**config.mk**
```make
export PLATFORM = sky130hd
export DESIGN_NAME = updown_pwm
export DESIGN_NICKNAME = d
export VERILOG_FILES = /design/src/rtl/updown_pwm.sv
export SDC_FILE = /design/constraint.sdc
export NUM_CORES = 1
export LEC_CHECK = 0
export CORE_ASPECT_RATIO = 0.75
export CORE_MARGIN = 1.5
export CORE_UTILIZATION = 64
export CTS_CLUSTER_DIAMETER = 60
export DETAILED_ROUTE_END_ITERATION = 8
export DONT_BUFFER_PORTS = 1
export PLACE_DENSITY = 0.8
export SETUP_SLACK_MARGIN = 0.1
export SLEW_MARGIN = 15
export SYNTH_ARGS = -nofsm -noshare
export SYNTH_HDL_FRONTEND = slang
export SYNTH_SLANG_ARGS = --single-unit
export TNS_END_PERCENT = 1
```
**constraint.sdc**
```tcl
create_clock -name clk -period 2.9 [get_ports clk]
set_input_delay 0.435 -clock clk [delete_from_list [all_inputs] [get_ports clk]]
set_output_delay 0.435 -clock clk [all_outputs]
set_load 0.01 [all_outputs]
```
**src/rtl/updown_pwm.sv**
```systemverilog
`timescale 1ns/1ps
module updown_pwm #(
  parameter int W = 16
) (
  input  logic         clk,
  input  logic         rst_n,
  input  logic         wr_en,
  input  logic [1:0]   wr_addr,
  input  logic [W-1:0] wr_data,
  input  logic         sync_in,
  output logic         pwm_out,
  output logic         dir_up,
  output logic         evt_pulse
);

  localparam logic [1:0] LD_PEAK = 2'b01;
  localparam logic [1:0] LD_BOTH = 2'b10;
  localparam logic [1:0] PS_ZSYNC = 2'b01;
  localparam logic [1:0] PS_SYNC  = 2'b10;
  localparam logic [W-1:0] ONE = W'(1);

  logic [W-1:0] cnt, prd_sh, prd_act, cmp_sh, cmp_act;
  logic [1:0]   ld_mode, prd_sel, evt_sel;
  logic         hr_flag, up;

  wire wr_prd = wr_en && (wr_addr == 2'd0);
  wire wr_cmp = wr_en && (wr_addr == 2'd1);
  wire wr_cfg = wr_en && (wr_addr == 2'd2);

  wire [W-1:0] prd_sh_nx = wr_prd ? wr_data : prd_sh;
  wire [W-1:0] cmp_sh_nx = wr_cmp ? wr_data : cmp_sh;

  wire at_zero = (cnt == '0);
  wire at_peak = up && (prd_act != '0) && (cnt >= prd_act);

  wire cmp_zero_ok = hr_flag || (ld_mode != LD_PEAK);
  wire cmp_peak_ok = !hr_flag && ((ld_mode == LD_PEAK) || (ld_mode == LD_BOTH));
  wire ld_cmp = (at_zero && cmp_zero_ok) || (at_peak && cmp_peak_ok);

  wire sync_ok = (prd_sel == PS_ZSYNC) || (prd_sel == PS_SYNC);
  wire ld_prd = (at_zero && (prd_sel != PS_SYNC)) || (sync_in && sync_ok);

  always_ff @(posedge clk) begin
    if (!rst_n) begin
      prd_sh  <= '0;
      cmp_sh  <= '0;
      prd_act <= '0;
      cmp_act <= '0;
      ld_mode <= '0;
      prd_sel <= '0;
      evt_sel <= '0;
      hr_flag <= 1'b0;
    end else begin
      prd_sh <= prd_sh_nx;
      cmp_sh <= cmp_sh_nx;
      if (ld_prd) prd_act <= prd_sh_nx;
      if (ld_cmp) cmp_act <= cmp_sh_nx;
      if (wr_cfg) begin
        ld_mode <= wr_data[1:0];
        prd_sel <= wr_data[3:2];
        evt_sel <= wr_data[5:4];
        hr_flag <= wr_data[6];
      end
    end
  end

  always_ff @(posedge clk) begin
    if (!rst_n) begin
      cnt <= '0;
      up  <= 1'b1;
    end else if (prd_act == '0) begin
      cnt <= '0;
      up  <= 1'b1;
    end else if (up) begin
      if (cnt >= prd_act) begin
        cnt <= cnt - ONE;
        up  <= (cnt == ONE);
      end else begin
        cnt <= cnt + ONE;
      end
    end else if (cnt <= ONE) begin
      cnt <= '0;
      up  <= 1'b1;
    end else begin
      cnt <= cnt - ONE;
    end
  end

  assign dir_up    = up;
  assign pwm_out   = (cmp_act != '0) && ((cmp_act >= prd_act) || (cnt < cmp_act));
  assign evt_pulse = (evt_sel[0] && at_zero) || (evt_sel[1] && at_peak);

  AST_UP_STEP: assert property (@(posedge clk) disable iff (!rst_n)
    (up && cnt < prd_act) |=> (cnt == $past(cnt) + ONE));
  AST_PEAK_TURN: assert property (@(posedge clk) disable iff (!rst_n)
    (at_peak && prd_act > ONE && cnt == prd_act) |=> (!dir_up && cnt == $past(prd_act) - ONE));
  AST_TROUGH_TURN: assert property (@(posedge clk) disable iff (!rst_n)
    (!up && cnt == ONE) |=> (dir_up && cnt == '0));
  AST_ZERO_DUTY: assert property (@(posedge clk) disable iff (!rst_n)
    (cmp_act == '0) |-> !pwm_out);
  AST_ZERO_MODE_HOLD: assert property (@(posedge clk) disable iff (!rst_n)
    (ld_mode == 2'b00 && cnt != '0) |=> $stable(cmp_act));
  AST_PRD_HOLD: assert property (@(posedge clk) disable iff (!rst_n)
    (cnt != '0 && !sync_in) |=> $stable(prd_act));
  AST_HR_HOLD: assert property (@(posedge clk) disable iff (!rst_n)
    (hr_flag && cnt != '0) |=> $stable(cmp_act));
  AST_EVT_ENDPOINT: assert property (@(posedge clk) disable iff (!rst_n)
    evt_pulse |-> (cnt == '0 || (dir_up && cnt >= prd_act)));

endmodule

```
==> impl_metrics.csv <==
group,metric,value,unit
floorplan,fp.dieW,105.0,um
worst_setup_path,required,2.47,ns
clocking,clockBufferDepth,2,
detailed_routing,drt-initial-drc-count,408,
timing,finalSetupTns,0,ns
synth,ys_seq_area_share,35.27,%
layout,nFillCells,575,
power,p_leak,2.052,nW
timing,setup_ws,0.1671,ns
clocking,clock_sinks,88,
synth,synth-seq-cells,88,
clocking,cts_hold_buf,0,
detailed_routing,firstDrtPassIters,5,
floorplan,die-area,8349,um2
timing,setup_violations,0,
synth,ys_top_cells_by_area,"dfxtp_1 35%, ha_1 13%, nand2_1 8.3%",
synth,ys_warn_count,0,
floorplan,die_y,79.51,um
worst_setup_path,r2r_start,"cnt[12]",
worst_setup_path,cp.arrival,2.30,ns
worst_setup_path,crit_path_max_incr_delay,0.38,ns
synth,yosys.area.top_type,"dfxtp_1",
detailed_routing,wl_per_cell,18.28,um
timing,hold_ws,0.1968,ns
timing,report.final.slew_viol_count,0,
global_routing,grt_pass1_vias,4157,
worst_setup_path,worstSetupEndpointType,"output pin",
clocking,htree_levels,3,
synth,async_flop_share,0,%
clocking,clk_latency,0.38,ns
synth,netlist.area_leader.share,35.27,%
layout,drive_gt1_share,11.17,%
worst_setup_path,cp_slowest_cell,"dfxtp_1",
floorplan,core-area,7466,um2
detailed_routing,wl,12650,um
placed_design,pre_cts_slack,0.2683,ns
synth,synth_edf_count,0,
layout,diodes,0,
hold_path,min_from,"rst_n",
timing,fin_skew,0.02231,ns
hold_path,worstHoldEndpoint,"prd_act[13]",
synth,synth_top_family_by_area,"compound AO/OA/AOI/OAI gates",
hold_path,hold_path_depth,2,
synth,synthFlopType,"dfxtp_1",
synth,ys_types,64,
layout,finalCoreUtilization,71.63,%
timing,min_period,2.733,ns
detailed_routing,vias,4434,
synth,syn-num-nets,664,
worst_setup_path,rr_worst_depth,7,
placed_design,gp_congestion,0.8955,
detailed_routing,vias_per_cell,6.408,
detailed_routing,ant_nets,0,
synth,synth-adder-area-share,13.28,%
worst_setup_path,worst-r2r-setup-slack,0.34,ns
hold_path,holdCritPathClass,"in -> reg",
floorplan,ios,25,
synth,mappedNetlistArea,4995,um2
worst_setup_path,worstPathCellList,"inv_1, ha_1, nand4_1, a31oi_1, o21ba_2, nor3_4, o21ai_1, buf_4",
layout,area_delta_synth_final,7.064,%
placed_design,hpwlAfterDp,9334,um
clocking,cts_root_buffer,"clkbuf_8",
power,power_density,986.4,nW/um2
timing,tightest_slew,0.6784,ns
detailed_routing,drc,0,
global_routing,grtUsageTotal,31.35,%
floorplan,num_rows,27,
worst_setup_path,cp_max_fo,3,
timing,rsz0062_at_grt,"true",
global_routing,grt_overflow,0,
timing,max_freq,365.9,MHz
outcome,run_status,"finished, final reports clean",
worst_setup_path,crit_start,"prd_act[11]",
floorplan,start_util,66.90,%
clocking,clk_pin_slew,0.11,ns
synth,synthCells,589,
global_routing,antenna_found_initial,0,
global_routing,grt_max_degree,59,
clocking,cts_buffers,9,
global_routing,grt_pass1_wl,20510,um
timing,finalCritPeriodShare,94.24,%
layout,nets,661,
job,cap_violations,0,
power,vdd_drop_max,456.5,uV
clocking,cts_tree,"yes",
placed_design,port_buffers,0,
synth,yosys.area_share.simple,20.27,%
synth,synth_xor_area_share,0.5261,%
synth,synth_compound_area_share,22.70,%
worst_setup_path,reg2reg_to,"cnt[11]",
timing,hold_viol,0,
worst_setup_path,worstSetupPathType,"reg -> out",
worst_setup_path,worstSetupStartpointType,"register",
synth,synth.avg_cell_area,8.480,um2
synth,muxShareOfSynthArea,2.029,%
timing,relSlewSlack,54.64,%
clocking,postCtsSetupBuffers,0,
==> what timing repair did <==
item                       4_1_cts  5_1_grt
setup endpoints to repair        2        2
pin swaps                        1        1
gates cloned                     0        0
resized for setup                6       21
==> through the flow <==
stage | area (um2) | cells | power [mW]
3_5_place_dp | 5082 | 676 | 4.142
5_1_grt | 5348 | 692 | 5.605
2_1_floorplan | 4995 | 589 | 3.524
3_3_place_gp | 5082 | 676 | 4.039
6_report | 5348 | 692 | 5.275
4_1_cts | 5301 | 692 | 5.086
==> cell usage after synthesis (all sizes together), types with 2 or more instances <==
master and n:
a211oi 3, a21boi 32, a21o 3, a21oi 20
a221oi 11, a22o 17, a2bb2oi 7, a31oi 2
and3 8, buf 7, clkbuf 17, dfxtp 88
ha 53, inv 47, mux2i 9, nand2 111
nand3 17, nand3b 2, nand4 9, nor2 19
nor2b 8, nor3 9, nor3b 3, nor4 11
o21ai 33, o22ai 5, o32a 2, or2 2
or3 8, xnor2 2
==> logic make-up after synthesis <==
kind of cell / after synthesis
xor gates and xnor gates: 3
DFF: 88
buffers and inverters: 71
AOI/OAI and AO/OA: 153
adders and majority gates: 53
and+or+nand+nor: 211
muxes: 10
==> how the worst max path moves through the flow <==
stage / slack, ns / cells after the start / end
floorplan: 0.58 / 9 / cnt[10]
finish: 0.17 / 8 / evt_pulse
global route: 0.06 / 8 / evt_pulse
global placement: 0.37 / 8 / evt_pulse
CTS: 0.09 / 7 / evt_pulse
detailed placement: 0.27 / 8 / cmp_act[2]
==> power by group <==
group          switching [mW]  internal (mW)  total (mW)  leakage (nW)
Sequential              0.227           1.36        1.58         0.720
Clock                   0.510          0.416       0.926         0.100
Combinational            1.65           1.11        2.76          1.23
Total                    2.39           2.89        5.27          2.05
==> worst max-delay path: cells and delay by family (launching register included) <==
family          cells  cell delay, ns
compound gates      3            0.75
fa+ha+maj           1            0.31
simple gates        2            0.23
flops               1            0.38
buf+inv             2            0.25
==> layout by cell type (no fill, tap or decap), types with 4 or more instances in the layout <==
cell       netlist  layout
a2bb2oi_1        7       7
o22ai_1          5       4
nor4_1          11      11
a21oi_1         19      19
and3_1           8       8
nand2_1        111     111
a221oi_1         8       7
ha_1            53      53
nand4_1          9       9
nor2_1          19      19
a22o_1          17      17
dfxtp_2          0      12
inv_1           47      47
o21ai_1          2       8
mux2i_1          9       9
nor2b_1          8       8
nand3_1         16      16
buf_4            1      10
clkbuf_8         0       9
nor3_1           8       5
dfxtp_1         88      75
o21ai_0         30      24
a21boi_0        32      32
a221oi_2         3       4
==> cell type report <==
class                      instances  area [um2]  area share (%)
inverter                          47       176.4           3.299
multi-input combinational        430        2980           55.73
timing repair buffer              10       75.07           1.404
tap                              101       126.4           2.363
clock buffer                       9       123.9           2.316
clock inverter                     7       85.08           1.591
sequential                        88        1780           33.29
==> flip-flops by register name, summed over array words and instances (netlist names) <==
register / count
ld_mode: 2
evt_sel: 2
cnt: 16
hr_flag: 1
cmp_sh: 16
prd_sel: 2
dir_up: 1
prd_act: 16
prd_sh: 16
cmp_act: 16
==> routing by layer <==
layer | part of all wire (%) | track usage [%]
met5 | 0 | 0
met4 | 1.6 | 8.630
met3 | 8.7 | 7.837
met2 | 46 | 48.04
met1 | 44 | 43.93
(Power assumes the default switching activity.)
